--- src/rtl/bcdma_pkg.sv ---
`timescale 1ns/1ps
package bcdma_pkg;
  // control word bit positions (software-visible)
  localparam int unsigned BitStart = 31;
  localparam int unsigned BitIrqEn = 30;
  localparam int unsigned BitErr   = 29;
  localparam int unsigned BitCiph  = 28;
  localparam int unsigned BitDec   = 27;
  localparam int unsigned BitChain = 12;

  localparam logic [3:0] OfsCtrl = 4'h0;
  localparam logic [3:0] OfsSrc  = 4'h4;
  localparam logic [3:0] OfsDst  = 4'h8;

  typedef enum logic [2:0] {
    ST_IDLE,
    ST_READ,
    ST_CIN,
    ST_COUT,
    ST_WRITE
  } seqState_t;

  typedef struct packed {
    logic startJob;
    logic abortJob;
    logic capRead;
    logic capCipher;
    logic blockDone;
    logic jobEnd;
    logic setErr;
  } seqStrobe_t;
endpackage

--- src/rtl/bcdma_ctrl.sv ---
`timescale 1ns/1ps
module bcdma_ctrl
  import bcdma_pkg::*;
(
  input  logic       clk,
  input  logic       rstN,
  input  logic       wrStartReq,
  input  logic       wrAbortReq,
  input  logic       cipherEn,
  input  logic       lastBlock,
  input  logic       memRdAck,
  input  logic       memRdErr,
  input  logic       memWrAck,
  input  logic       memWrErr,
  input  logic       cinReady,
  input  logic       coutValid,
  output seqStrobe_t stb,
  output logic       busy,
  output logic       memRdReq,
  output logic       memWrReq,
  output logic       cinValid,
  output logic       coutReady
);
  seqState_t state, nextState;

  always_ff @(posedge clk or negedge rstN) begin
    if (!rstN) state <= ST_IDLE;
    else       state <= nextState;
  end

  assign busy = (state != ST_IDLE);

  always_comb begin
    stb       = '0;
    nextState = state;
    memRdReq  = 1'b0;
    memWrReq  = 1'b0;
    cinValid  = 1'b0;
    coutReady = 1'b0;
    case (state)
      ST_IDLE: begin
        if (wrStartReq) begin
          stb.startJob = 1'b1;
          nextState    = ST_READ;
        end
      end
      ST_READ: begin
        memRdReq = 1'b1;
        if (memRdAck) begin
          if (memRdErr) begin
            stb.setErr = 1'b1;
            stb.jobEnd = 1'b1;
            nextState  = ST_IDLE;
          end else begin
            stb.capRead = 1'b1;
            nextState   = cipherEn ? ST_CIN : ST_WRITE;
          end
        end
      end
      ST_CIN: begin
        cinValid = 1'b1;
        if (cinReady) nextState = ST_COUT;
      end
      ST_COUT: begin
        coutReady = 1'b1;
        if (coutValid) begin
          stb.capCipher = 1'b1;
          nextState     = ST_WRITE;
        end
      end
      ST_WRITE: begin
        memWrReq = 1'b1;
        if (memWrAck) begin
          if (memWrErr) begin
            stb.setErr = 1'b1;
            stb.jobEnd = 1'b1;
            nextState  = ST_IDLE;
          end else begin
            stb.blockDone = 1'b1;
            if (lastBlock) begin
              stb.jobEnd = 1'b1;
              nextState  = ST_IDLE;
            end else begin
              nextState = ST_READ;
            end
          end
        end
      end
      default: nextState = ST_IDLE;
    endcase
    // software reset of the engine overrides any step in progress
    if (wrAbortReq && state != ST_IDLE) begin
      stb          = '0;
      stb.abortJob = 1'b1;
      nextState    = ST_IDLE;
    end
  end
endmodule

--- src/rtl/bcdma_dpath.sv ---
`timescale 1ns/1ps
module bcdma_dpath
  import bcdma_pkg::*;
#(
  parameter int unsigned ADDR_W = 32,
  parameter int unsigned DATA_W = 128,
  parameter int unsigned CNT_W  = 12
) (
  input  logic              clk,
  input  logic              rstN,
  input  logic              regWrEn,
  input  logic [3:0]        regAddr,
  input  logic [31:0]       regWrData,
  output logic [31:0]       regRdData,
  input  logic              busy,
  input  seqStrobe_t        stb,
  input  logic [DATA_W-1:0] memRdData,
  input  logic [DATA_W-1:0] coutData,
  output logic              wrStartReq,
  output logic              wrAbortReq,
  output logic              cipherEn,
  output logic              decrypt,
  output logic              chainIv,
  output logic              firstBlock,
  output logic              lastBlock,
  output logic [ADDR_W-1:0] srcAddr,
  output logic [ADDR_W-1:0] dstAddr,
  output logic [DATA_W-1:0] blockBuf,
  output logic              irq
);
  localparam int unsigned BlkBytes = DATA_W / 8;
  localparam int unsigned AddrLsb  = $clog2(BlkBytes);
  localparam int unsigned HiW      = ADDR_W - AddrLsb;

  logic [HiW-1:0]   srcHi, dstHi;
  logic [CNT_W-1:0] blkCntM1, remain;
  logic             irqEn, errFlag, irqPend;

  logic ctrlSel, fieldLoad, srcWr, dstWr;
  assign ctrlSel    = regWrEn && (regAddr == OfsCtrl);
  assign wrStartReq = ctrlSel && regWrData[BitStart];
  assign wrAbortReq = ctrlSel && !regWrData[BitStart];
  assign fieldLoad  = ctrlSel && !(busy && regWrData[BitStart]);
  assign srcWr      = regWrEn && (regAddr == OfsSrc) && !busy;
  assign dstWr      = regWrEn && (regAddr == OfsDst) && !busy;

  // control fields
  always_ff @(posedge clk or negedge rstN) begin
    if (!rstN) begin
      irqEn    <= 1'b0;
      cipherEn <= 1'b0;
      decrypt  <= 1'b0;
      chainIv  <= 1'b0;
      blkCntM1 <= '0;
    end else if (fieldLoad) begin
      irqEn    <= regWrData[BitIrqEn];
      cipherEn <= regWrData[BitCiph];
      decrypt  <= regWrData[BitDec];
      chainIv  <= regWrData[BitChain];
      blkCntM1 <= regWrData[CNT_W-1:0];
    end
  end

  // live address registers
  always_ff @(posedge clk or negedge rstN) begin
    if (!rstN) begin
      srcHi <= '0;
      dstHi <= '0;
    end else begin
      if (srcWr)              srcHi <= regWrData[ADDR_W-1:AddrLsb];
      else if (stb.blockDone) srcHi <= srcHi + 1'b1;
      if (dstWr)              dstHi <= regWrData[ADDR_W-1:AddrLsb];
      else if (stb.blockDone) dstHi <= dstHi + 1'b1;
    end
  end

  assign srcAddr = {srcHi, {AddrLsb{1'b0}}};
  assign dstAddr = {dstHi, {AddrLsb{1'b0}}};

  // block counting within a job
  always_ff @(posedge clk or negedge rstN) begin
    if (!rstN) begin
      remain     <= '0;
      firstBlock <= 1'b0;
    end else if (stb.startJob) begin
      remain     <= regWrData[CNT_W-1:0];
      firstBlock <= 1'b1;
    end else if (stb.abortJob) begin
      remain     <= '0;
      firstBlock <= 1'b0;
    end else if (stb.blockDone) begin
      if (remain != '0) remain <= remain - 1'b1;
      firstBlock <= 1'b0;
    end
  end

  assign lastBlock = (remain == '0);

  // single block buffer shared by read and cipher results
  always_ff @(posedge clk or negedge rstN) begin
    if (!rstN)              blockBuf <= '0;
    else if (stb.capRead)   blockBuf <= memRdData;
    else if (stb.capCipher) blockBuf <= coutData;
  end

  // error flag and interrupt
  always_ff @(posedge clk or negedge rstN) begin
    if (!rstN) begin
      errFlag <= 1'b0;
      irqPend <= 1'b0;
    end else begin
      if (stb.startJob)    errFlag <= 1'b0;
      else if (stb.setErr) errFlag <= 1'b1;
      if (stb.jobEnd && irqEn) irqPend <= 1'b1;
      else if (ctrlSel)        irqPend <= 1'b0;
    end
  end

  assign irq = irqPend;

  // register read mux
  always_comb begin
    regRdData = '0;
    case (regAddr)
      OfsCtrl: begin
        regRdData[BitStart]    = busy;
        regRdData[BitIrqEn]    = irqEn;
        regRdData[BitErr]      = errFlag;
        regRdData[BitCiph]     = cipherEn;
        regRdData[BitDec]      = decrypt;
        regRdData[BitChain]    = chainIv;
        regRdData[CNT_W-1:0]   = blkCntM1;
      end
      OfsSrc:  regRdData[ADDR_W-1:0] = srcAddr;
      OfsDst:  regRdData[ADDR_W-1:0] = dstAddr;
      default: regRdData = '0;
    endcase
  end
endmodule

--- src/rtl/blkcipher_dma_ctl.sv ---
`timescale 1ns/1ps
module blkcipher_dma_ctl
  import bcdma_pkg::*;
#(
  parameter int unsigned ADDR_W = 32,
  parameter int unsigned DATA_W = 128,
  parameter int unsigned CNT_W  = 12
) (
  input  logic              clk,
  input  logic              rstN,
  input  logic              regWrEn,
  input  logic [3:0]        regAddr,
  input  logic [31:0]       regWrData,
  output logic [31:0]       regRdData,
  output logic              memRdReq,
  output logic [ADDR_W-1:0] memRdAddr,
  input  logic              memRdAck,
  input  logic              memRdErr,
  input  logic [DATA_W-1:0] memRdData,
  output logic              memWrReq,
  output logic [ADDR_W-1:0] memWrAddr,
  output logic [DATA_W-1:0] memWrData,
  input  logic              memWrAck,
  input  logic              memWrErr,
  output logic              cinValid,
  input  logic              cinReady,
  output logic [DATA_W-1:0] cinData,
  output logic              cipherDecrypt,
  output logic              cipherChain,
  output logic              cipherFirst,
  input  logic              coutValid,
  output logic              coutReady,
  input  logic [DATA_W-1:0] coutData,
  output logic              irq
);
  seqStrobe_t        stb;
  logic              busy, wrStartReq, wrAbortReq, cipherEn, lastBlock;
  logic [ADDR_W-1:0] srcAddr, dstAddr;
  logic [DATA_W-1:0] blockBuf;

  bcdma_ctrl ctrl_i (
    .clk(clk), .rstN(rstN),
    .wrStartReq(wrStartReq), .wrAbortReq(wrAbortReq),
    .cipherEn(cipherEn), .lastBlock(lastBlock),
    .memRdAck(memRdAck), .memRdErr(memRdErr),
    .memWrAck(memWrAck), .memWrErr(memWrErr),
    .cinReady(cinReady), .coutValid(coutValid),
    .stb(stb), .busy(busy),
    .memRdReq(memRdReq), .memWrReq(memWrReq),
    .cinValid(cinValid), .coutReady(coutReady)
  );

  bcdma_dpath #(.ADDR_W(ADDR_W), .DATA_W(DATA_W), .CNT_W(CNT_W)) dpath_i (
    .clk(clk), .rstN(rstN),
    .regWrEn(regWrEn), .regAddr(regAddr), .regWrData(regWrData),
    .regRdData(regRdData), .busy(busy), .stb(stb),
    .memRdData(memRdData), .coutData(coutData),
    .wrStartReq(wrStartReq), .wrAbortReq(wrAbortReq),
    .cipherEn(cipherEn), .decrypt(cipherDecrypt), .chainIv(cipherChain),
    .firstBlock(cipherFirst), .lastBlock(lastBlock),
    .srcAddr(srcAddr), .dstAddr(dstAddr),
    .blockBuf(blockBuf), .irq(irq)
  );

  assign memRdAddr = srcAddr;
  assign memWrAddr = dstAddr;
  assign memWrData = blockBuf;
  assign cinData   = blockBuf;
endmodule

--- config.mk ---
export PLATFORM = sky130hd
export DESIGN_NAME = blkcipher_dma_ctl
export DESIGN_NICKNAME = d
export VERILOG_FILES = /design/src/rtl/bcdma_pkg.sv /design/src/rtl/bcdma_ctrl.sv /design/src/rtl/bcdma_dpath.sv /design/src/rtl/blkcipher_dma_ctl.sv
export SDC_FILE = /design/constraint.sdc
export NUM_CORES = 1
export LEC_CHECK = 0
export ABC_AREA = 1
export BUFFER_PORTS_ARGS = -buffer_cell sky130_fd_sc_hd__buf_4
export CORE_AREA = 2 2 260 262
export DETAILED_ROUTE_END_ITERATION = 7
export DIE_AREA = 0 0 262 264
export GPL_TIMING_DRIVEN = 0
export PLACE_DENSITY = 0.51
export SLEW_MARGIN = 15
export SYNTH_ARGS = -nofsm -noshare
export SYNTH_HDL_FRONTEND = slang
export SYNTH_SLANG_ARGS = --single-unit
export TNS_END_PERCENT = 50
--- constraint.sdc ---
create_clock -name clk -period 2.65 [get_ports clk]
set_clock_uncertainty 0.2 [all_clocks]
set_input_delay 0.1325 -clock clk [delete_from_list [all_inputs] [get_ports clk]]
set_output_delay 0.1325 -clock clk [all_outputs]
set_load 0.05 [all_outputs]
==> results of run 1 <==
sequential cells by signal, indices dropped and copies added, names as in the netlist, 3 cells and up:
name / count
dpath_i.remain: 12
dpath_i.srcHi: 28
dpath_i.blockBuf: 128
ctrl_i.state: 3
dpath_i.dstHi: 28
dpath_i.blkCntM1: 12
through the flow:
stage / util (%) / hold WS, ns / instances
floorplan: - / -0.363 / 2089
global placement: 29.7 / 0.159 / 3614
detailed placement: 29.8 / -0.0909 / 3616
CTS: 36.0 / 0.00915 / 3978
global route: 36.1 / 0.0866 / 3988
finish: 36.1 / 0.0449 / 3988
routing by layer:
metal | GRT usage [%] | wire (um) | up-vias
li1 | - | - | 8279
met1 | 25.1 | 30500 | 7872
met2 | 36.2 | 36800 | 643
met3 | 4.13 | 5620 | 122
met4 | 8.60 | 3350 | 0
met5 | 0 | 0 | -
layout make-up:
type	count	share of cell area (%)
Clock inverter	8	0.504
Buffer	216	6.15
Clock buffer	46	3.67
Inverter	95	1.49
Timing Repair Buffer	970	33.7
Multi-Input combinational cell	1560	27.2
Sequential cell	218	22.7
Antenna cell	2	0.0208
Tap cell	873	4.54
cells in the final DEF, fill, tap and decap left out, drive strengths merged, types with 4 or more instances in the layout:
| cell type | instances |
|---|---|
| nand2 | 1213 |
| buf | 869 |
| dlygate4sd3 | 307 |
| dfrtp | 218 |
| nor2 | 121 |
| inv | 95 |
| nand3 | 90 |
| clkbuf | 56 |
| o21ai | 28 |
| xor2 | 22 |
| o211ai | 20 |
| o22ai | 8 |
| xnor2 | 8 |
| conb | 8 |
| nand3b | 7 |
| mux2 | 6 |
| o221ai | 5 |
| a21oi | 5 |
| nand4 | 4 |
| a22oi | 4 |
| ha | 4 |
| nor3 | 4 |
| clkinv | 4 |
kinds of logic after synthesis:
kind of cell               share of synthesized area (%)
AOI/OAI and AO/OA                                   3.43
xor gates and xnor gates                            1.91
adders and majority gates                          0.363
buffers and inverters                               13.3
DFF                                                 39.6
muxes                                              0.490
other                                             0.0272
and+or+nand+nor                                     40.9
path summary, 6_finish.rpt:
path                                                     to  cells after the start                            start  slack [ns]
min reg2reg                 dpath_i.blkCntM1[9]$_DFFE_PN0P_                      2  dpath_i.blkCntM1[9]$_DFFE_PN0P_        0.29
max                                           regRdData[26]                      8                       regAddr[1]        0.08
min                           dpath_i.remain[2]$_DFFE_PN0P_                      8                       regAddr[0]        0.04
min in group asynchronous     dpath_i.dstHi[26]$_DFFE_PN0P_                      4                             rstN        0.51
max in group asynchronous  dpath_i.blockBuf[97]$_DFFE_PN0P_                      4                             rstN        1.23
max reg2reg                 dpath_i.blockBuf[3]$_DFFE_PN0P_                     12      ctrl_i.state[1]$_DFFE_PN0P_        0.19
critical path, stage by stage:
cell,delay [ns]
buf_4,0.11
nor2_2,0.23
nand2_1,0.10
nor2_2,0.38
inv_1,0.24
clkbuf_1,0.35
o22ai_1,0.41
buf_4,0.28
where the power goes:
| part | internal, uW | switching (uW) |
|---|---|---|
| Clock | 2560 | 1630 |
| Sequential | 4780 | 2090 |
| Combinational | 6140 | 13000 |
| Total | 13500 | 16700 |
timing repair:
item                                    CTS  global route
resized for setup                         1             9
hold buffers                            308             0
setup buffers                             0             8
endpoints found under the setup margin   11            29
pin swaps                                 0             5
endpoints found under the hold margin   436             0
==> summary.md, run 1 <==
| Metric | Value |
|---|---|
| Sequential cell area | roughly 5500 sq um |
| CP max FO | 10 |
| EDFF count, synth | 0 |
| #FFs+latches synth | between 200 and 250 |
| Vias | 16,900 |
| Sequential-to-total area share from yosys stat | 39.6% |
| Htree depth | 1 |
| Worst Path Required | around 2.3 ns |
| Area occupied by multi-input gates | about 6500 sq um |
| Max-slew violations | 0 |
| Layout cells sized above 1 | between 30 and 40% |
| Largest net degree at the start of global routing | 90 |
| Total gr overflow | 0 |
| Setup ws final | between 0.07 and 0.08 ns |
| Peak VDD IR | approximately 700 uV |
| Maxcap violations | 0 |
| FFs w/ async S/R, synth | 100% |
| Post-synth top cells | nand2_1 (1,209), dfrtp_1 (218), buf_4 (148), nor2_1 (112), inv_1 (90) |
| Core area | ~67,000 sq um |
| Hpwl dp | roughly 59,000 um |
| Yosys top cell area share | between 30% and 40% |
| TritonCTS Buffers | 30 |
| Placement Cell Area | roughly 20,000 sq um |
| Final nets | 3,396 |
| Hold crit path type | primary input to flop |
| Final setup violation count | 0 |
| Most frequent cell after synthesis | nand2_1 |
| Yosys cell types | 34 |
| Drt wl/cell | approximately 19 um |
| Outcome | finished, violations left |
| Fin crit period | approximately 2.6 ns |
| Clk buf depth | 3 |
| Violated checks | DRC |
| Ys flop type | dfrtp_1 |
| Vias in the first global route | 16,700 |
| Post-synth top area cell | dfrtp_1 |
| Die area | 69,200 sq um |
| Synth area leaders | dfrtp_1 (40%), nand2_1 (33%), buf_4 (8.1%), nand3_1 (3.2%), nor2_1 (3.0%) |
| CTS Root Buffer Type | clkbuf_16 |
| Clk sinks | approximately 220 |
| Area delta synth->final | 74.5% |
| DP Worst Slack | -0.199 ns |
| Unrepaired setup endpoints after global routing | false |
| Buffers on Ports | around 650 |
| Insertion delay to the later sink of the worst-skew pair | 0.58 ns |
| Detailed-route DRC error count | 2 |
| Die H | roughly 260 um |
| Row Count | 95 |
| Via density | roughly 4.2 |
| Setup TNS | 0 ns |
| TritonCTS clock tree | yes |
| Pwr Total | roughly 30,000 uW |
| Fmax | approximately 390 MHz |
| Arrival @ worst endpoint | around 2.2 ns |
| Pwr dens | approximately 1300 nW/um^2 |
| Final instance area | ~24,000 sq um |
| Worst rel slew slack | between 50% and 60% |
| Detail Route Antenna Nets | 0 |
| Crit start category | primary input |
| IO Count | around 660 |
| Final-report hold violation count | 0 |
| Routed WL | 76,300 um |
| Static leakage | 0.0129 uW |
| Tightest Pin Transition | slightly above 0.7 ns |
| Starting density of the core | between 20 and 25% |
| First-pass GRT wire length | 108,000 um |
| Initial drt markers | approximately 1,200 |
| Synth warn | 0 |
| Initial antenna violation count | 2 |
| Tcrit/Tclk final | just under 100% |
| Cell area after synthesis | about 14,000 sq um |
| Filler cells | between 7,000 and 8,000 |
| Synth Instances | ~2,100 |
| Chip width | roughly 260 um |
| WS Path Type | primary input to primary output |
| GP Congestion | 0.922 |
| Tot GR Track Use | a little over a fifth |
| Drt first pass iters | 8 |
| CP Capture Type | primary output |
| Clock transition at path regs | roughly 0.050 ns |
| Synth Area per Inst | between 6 and 7 sq um |
Power figures use the tool's default switching activity.
==> run 2, diff against run 1 <==
- CORE_AREA: 2 2 260 262 -> 2 2 257 259
- CTS_BUF_LIST: unset -> sky130_fd_sc_hd__clkbuf_4
- DIE_AREA: 0 0 262 264 -> 0 0 259 261
- PLACE_DENSITY: 0.51 -> 0.52
- SLEW_MARGIN: 15 -> unset
==> run 2 against run 1 <==
  * The flow now finishes without violations
  * Utilization rose by 5.3 points
  * Global-route usage rose by 2.9 points
  * Critical endpoint is now dpath_i.blockBuf[115]$_DFFE_PN0P_
  * Via count rose by 13%
  * Power barely moved
==> summary.md, run 2 (synthesized netlist as in run 1, its figures left out) <==
| Metric | Value |
|---|---|
| Outcome | finished, final reports clean |
| Crit start category | primary input |
| Static leakage | 0.0142 uW (+9.6%) |
| CTS Root Buffer Type | clkbuf_4 |
| Vias in the first global route | 19,200 (+15%) |
| Detail Route Antenna Nets | 0 (unchanged) |
| CP max FO | 10 (unchanged) |
| Largest net degree at the start of global routing | 87 (-3.3%) |
| Insertion delay to the later sink of the worst-skew pair | 0.78 ns (+0.20 ns) |
| Arrival @ worst endpoint | 3.12 ns (+0.88 ns) |
| Post-Route Utilization | 41.4% (+5.3 points) |
| Pwr dens | 1120 nW/um^2 (-11%) |
| Maxcap violations | 0 (unchanged) |
| Clock transition at path regs | 0.06 ns (about the same) |
| Peak VDD IR | 638 uV (-8.7%) |
| Worst Path Required | 3.17 ns (+0.85 ns) |
| Drt first pass iters | 5 (-3) |
| Max-slew violations | 0 (unchanged) |
| Hold crit path type | primary input to flop |
| TritonCTS Buffers | 73 (+140%) |
| Final nets | 3,733 (+9.9%) |
| Pwr Total | 30,100 uW (about the same) |
| Final-report hold violation count | 0 (unchanged) |
| Vias | 19,100 (+13%) |
| Detailed-route DRC error count | 0 (-2) |
| Tcrit/Tclk final | 97.9% (+0.84 points) |
| Chip width | 259 um (-1.1%) |
| Area delta synth->final | 95.4% |
| Buffers on Ports | 652 (unchanged) |
| Hpwl dp | 59,500 um (+0.44%) |
| CP Capture Type | flop |
| Via density | 4.38 (+3.3%) |
| Die H | 261 um (-1.1%) |
| Biggest regs | dpath_i.blockBuf (128), dpath_i.dstHi (28), dpath_i.srcHi (28) |
| Largest Register | dpath_i.blockBuf |
| Clk sinks | 218 (unchanged) |
| Htree depth | 3 (+2) |
| First-pass GRT wire length | 121,000 um (+11%) |
| Initial antenna violation count | 13 (+11) |
| Tightest Pin Transition | 0.669 ns (-0.0456 ns) |
| IO Count | 661 (unchanged) |
| Most frequent cells in the layout | nand2_1 (1,209), buf_4 (801), dlygate4sd3_1 (607), dfrtp_1 (215), nor2_1 (111) |
| TritonCTS clock tree | yes |
| Routed WL | 83,800 um (+9.8%) |
| GP Congestion | 0.931 (+0.97%) |
| Initial drt markers | 1,433 (+18%) |
| Clk buf depth | 3 (unchanged) |
| Final setup violation count | 0 (unchanged) |
| Total gr overflow | 0 (unchanged) |
| Commonest non-fill, non-tap cell in the layout | nand2_1 |
| Tot GR Track Use | 23.8% (+2.9 points) |
| Starting density of the core | 21.2% (+0.49 points) |
| Worst rel slew slack | 55.4% (+3.0 points) |
| Die area | 67,600 sq um (-2.3%) |
| Layout cells sized above 1 | 28.9% (-1.4 points) |
| Drt wl/cell | 19.2 um (+0.55%) |
| Largest register FFs | 128 (unchanged) |
| WS Path Type | primary input to flop |
| Row Count | 94 (-1.1%) |
| Fmax | 385 MHz (-0.86%) |
| Filler cells | 6,478 (-8.2%) |
| Core area | 65,000 sq um (-2.3%) |
| Fin crit period | 2.60 ns (+0.0222 ns) |
## run 2: cell types whose count changed in the layout (fill, tap and decap cells not counted), sizes merged
cell	before	now
buf	869	863
bufinv	3	2
clkbuf	56	115
clkinv	4	12
diode	2	15
dlygate4sd3	307	607
inv	95	97
## run 2: worst paths after layout
kind | startpoint | to | slack (ns) | depth (start not counted)
setup / recovery | regWrData[31] | dpath_i.blockBuf[115]$_DFFE_PN0P_ | 0.05 | 15
hold / removal | memRdData[92] | dpath_i.blockBuf[92]$_DFFE_PN0P_ | 0.12 | 6
setup reg to reg | ctrl_i.state[1]$_DFFE_PN0P_ | dpath_i.blockBuf[115]$_DFFE_PN0P_ | 0.13 | 13
hold reg to reg | dpath_i.blkCntM1[9]$_DFFE_PN0P_ | dpath_i.blkCntM1[9]$_DFFE_PN0P_ | 0.29 | 2
max in group asynchronous | rstN | dpath_i.blockBuf[31]$_DFFE_PN0P_ | 1.14 | 5
min in group asynchronous | rstN | dpath_i.dstHi[26]$_DFFE_PN0P_ | 0.24 | 4
## run 2: per-layer routing
layer  GRT usage (%)  vias up  wire length [um]
li1                -     9003                 -
met1            28.1     8910             32800
met2            38.8      928             38600
met3            6.24      233              6890
met4            14.9        2              5450
met5               0        -                10
## run 2: cell type report
cell class,count,area (sq um),share of cell area (%)
clock inverters,17,120,0.446
multi-input cells,1560,6540,24.3
clock buffers,105,788,2.93
plain buffers,216,1480,5.48
flip-flops and latches,218,5460,20.3
diodes,15,37.5,0.139
inverters,95,359,1.33
repair buffers,1264,11100,41.1
well taps,864,1080,4.01
## run 2: stage by stage
| step | TNS (ns) | worst slack [ns] | cell area [sq um] | hold slack [ns] | instances |
|---|---|---|---|---|---|
| after floorplan | 0 | 0.423 | 13800 | -0.363 | 2089 |
| after global placement | -161.05 | -0.793 | 19800 | 0.156 | 3605 |
| after detailed placement | -0.00377 | -0.00377 | 19900 | -0.0798 | 3607 |
| after CTS | 0 | 0.00351 | 26900 | 0.00140 | 4337 |
| after global routing | -0.00111 | -0.00111 | 26900 | 0.0265 | 4353 |
| final | 0 | 0.0547 | 26900 | 0.116 | 4354 |
## run 2: critical path, cell delays in order
cell	delay (ns)
dlygate4sd3_1	0.53
dlygate4sd3_1	0.56
buf_4	0.16
inv_1	0.12
nand2_4	0.08
nor2_8	0.20
nor2_4	0.08
inv_2	0.07
buf_4	0.18
buf_6	0.18
nand2_1	0.06
dlygate4sd3_1	0.56
nand2_1	0.09
nand2_1	0.05
nand2_1	0.05
## run 2: report_power, final
| group | switching, uW | internal [uW] |
|---|---|---|
| Clock | 1730 | 1990 |
| Sequential | 2140 | 4780 |
| Combinational | 13100 | 6360 |
| Total | 17000 | 13100 |
## run 2: timing repair
item                                    CTS  global route
endpoints found under the hold margin   398             0
hold buffers                            608             0
resized for setup                         1             8
endpoints found under the setup margin    1            29
pin swaps                                 0             2
setup buffers                             0             2
==> run 3, diff against run 2 <==
- RECOVER_POWER: unset -> 50
==> run 3 against run 2 <==
  * Maximum frequency is 0.12% higher
  * Die area unchanged
  * The run now ends with capacitance limit, slew limit left
  * Sequential share of layout area about the same
  * Critical endpoint unchanged
  * Highest routed layer unchanged
  * First-iteration DRC count increased by 4.3%
  * Largest cell class unchanged
  * Power is essentially flat
  * Combinational power barely moved
==> summary.md, run 3 (synthesized netlist as in run 1, its figures left out) <==
| Metric | Value |
|---|---|
| Outcome | finished, violations left |
| Violated checks | capacitance limit, slew limit |
| Hpwl dp | 59,500 um (unchanged) |
| Total gr overflow | 0 (unchanged) |
| Detail Route Antenna Nets | 0 (unchanged) |
| CP cell instances | dlygate4sd3_1 -> dlygate4sd3_1 -> buf_4 -> inv_1 -> nand2_4 -> nor2_8 -> nor2_4 -> inv_2 -> buf_4 -> buf_6 -> nand2_1 -> dlygate4sd3_1 -> nand2_1 -> nand2_1 -> nand2_1 |
| Part of the power in combinational logic | 64.7% (about the same) |
| Pwr Total | 30,200 uW (about the same) |
| GP Congestion | 0.931 (unchanged) |
| Buffers on Ports | 652 (unchanged) |
| CP Capture Type | flop |
| Pwr dens | 1120 nW/um^2 (+0.18%) |
| Clk buf depth | 3 (unchanged) |
| Drt wl/cell | 19.3 um (about the same) |
| Placement Cell Area | 19,900 sq um (unchanged) |
| Net Switching | 17,000 uW (about the same) |
| Detailed-route DRC error count | 0 (unchanged) |
| Die area | 67,600 sq um (unchanged) |
| Sw frac | 56.5% (about the same) |
| Final-report hold violation count | 0 (unchanged) |
| Largest Register | dpath_i.blockBuf |
| Clk sinks | 218 (unchanged) |
| Fin crit period | 2.59 ns (-0.00324 ns) |
| Clock transition at path regs | 0.06 ns (about the same) |
| WHS Path Cells | 6 (unchanged) |
| Sequential power share | 23.0% (about the same) |
| WS Path Type | primary input to flop |
| Initial drt markers | 1,495 (+4.3%) |
| Largest net degree at the start of global routing | 87 (unchanged) |
| CTS Root Buffer Type | clkbuf_4 |
| Max-slew violations | 63 (+63) |
| Row Count | 94 (unchanged) |
| Int Power | 13,100 uW (about the same) |
| Biggest regs | dpath_i.blockBuf (128), dpath_i.dstHi (28), dpath_i.srcHi (28) |
| Worst rel slew slack | -18.4% (-74 points) |
| Worst Path Required | 3.17 ns (about the same) |
| Fmax | 386 MHz (+0.12%) |
| Arrival @ worst endpoint | 3.12 ns (about the same) |
| Core area | 65,000 sq um (unchanged) |
| Final instance area | 26,900 sq um (-0.16%) |
| Largest register FFs | 128 (unchanged) |
| Via density | 4.38 (about the same) |
| Routed WL | 83,800 um (about the same) |
| First-pass GRT wire length | 121,000 um (unchanged) |
| Hold crit path type | primary input to flop |
| Chip width | 259 um (unchanged) |
| Most used cell, CP | nand2_1 |
| Peak VDD IR | 639 uV (+0.11%) |
| Insertion delay to the later sink of the worst-skew pair | 0.78 ns (about the same) |
| Crit start category | primary input |
| Clock share of power | 12.4% (about the same) |
| IO Count | 661 (unchanged) |
| Final hold slack | 0.114 ns (-0.00167 ns) |
| Htree depth | 3 (unchanged) |
| Final setup violation count | 0 (unchanged) |
| Static leakage | 0.0142 uW (-0.12%) |
| Largest stage delay, worst path | 0.57 ns (about the same) |
| TritonCTS clock tree | yes |
| Slowest-stage cell, CP | dlygate4sd3_1 |
| Tightest Pin Transition | 1.78 ns (+1.11 ns) |
| Vias | 19,100 (-0.047%) |
| Tot GR Track Use | 23.8% (unchanged) |
| Starting density of the core | 21.2% (unchanged) |
| Tcrit/Tclk final | 97.8% (-0.12 points) |
| Most frequent cells in the layout | nand2_1 (1,209), buf_4 (801), dlygate4sd3_1 (607), dfrtp_1 (215), nor2_1 (111) |
| Worst R2R Path Depth | 13 (unchanged) |
| Maxcap violations | 1 (+1) |
| Commonest non-fill, non-tap cell in the layout | nand2_1 |
| Drt first pass iters | 5 (unchanged) |
| TritonCTS Buffers | 73 (unchanged) |
| Area delta synth->final | 95.1% |
| Vias in the first global route | 19,200 (unchanged) |
| Initial antenna violation count | 13 (unchanged) |
| Layout cells sized above 1 | 28.9% (unchanged) |
| Die H | 261 um (unchanged) |
| Final nets | 3,733 (unchanged) |
| CP max FO | 10 (unchanged) |
==> run 3: power by group through the flow <==
stage	sequential, uW	clock, uW	combinational, uW
after CTS	6880	3870	19300
after global placement	6920	0	18500
after global routing	7090	4050	20500
after floorplan	10300	0	8290
after detailed placement	6910	0	18500
final	6930	3730	19500
==> run 3: worst paths after layout <==
path                                                  from                           endpoint  slack [ns]
min reg2reg                dpath_i.blkCntM1[9]$_DFFE_PN0P_    dpath_i.blkCntM1[9]$_DFFE_PN0P_        0.29
min                                          memRdData[97]   dpath_i.blockBuf[97]$_DFFE_PN0P_        0.11
max reg2reg                    ctrl_i.state[1]$_DFFE_PN0P_  dpath_i.blockBuf[115]$_DFFE_PN0P_        0.13
max in group asynchronous                             rstN   dpath_i.blockBuf[60]$_DFFE_PN0P_        0.33
max                                          regWrData[31]  dpath_i.blockBuf[115]$_DFFE_PN0P_        0.06
min in group asynchronous                             rstN    dpath_i.blkCntM1[3]$_DFFE_PN0P_        0.66
==> run 3: critical path: cells and delay by family <==
kind	cells	cell delay (ns)
simple gates	7	0.61
buf+inv	8	2.37
==> run 3: through the flow <==
step	utilization [%]	TNS, ns	setup slack (ns)	instances
3_3_place_gp	30.4	-161.05	-0.793	3605
6_report	41.4	0	0.0579	4354
3_5_place_dp	30.5	-0.00377	-0.00377	3607
4_1_cts	41.3	0	0.00351	4337
2_1_floorplan	-	0	0.423	2089
5_1_grt	41.4	-0.00111	-0.00111	4353
==> run 3: per-layer routing <==
metal | global-route usage, % | part of all wire (%) | vias up | routed length (um)
met5 | 0 | 0.012 | - | 10
met1 | 28.1 | 40 | 8905 | 33100
met3 | 6.24 | 7.8 | 250 | 6560
met2 | 38.8 | 46 | 915 | 38600
li1 | - | - | 8995 | -
met4 | 14.9 | 6.6 | 2 | 5550
==> run 3: final cells by class <==
cell class / count / area (sq um)
flip-flops and latches: 218 / 5460
inverters: 95 / 359
clock buffers: 105 / 788
well taps: 864 / 1080
clock inverters: 17 / 120
repair buffers: 1264 / 11000
fillers: 6482 / 38100
diodes: 15 / 37.5
plain buffers: 216 / 1480
multi-input cells: 1560 / 6540
==> run 3: what timing repair did <==
item / CTS / global route
endpoints found under the setup margin: 1 / 29
hold buffers: 608 / 0
buffers inserted: 0 / 2
endpoints found under the hold margin: 398 / 0
pin swaps: 0 / 2
gates resized for setup: 1 / 8
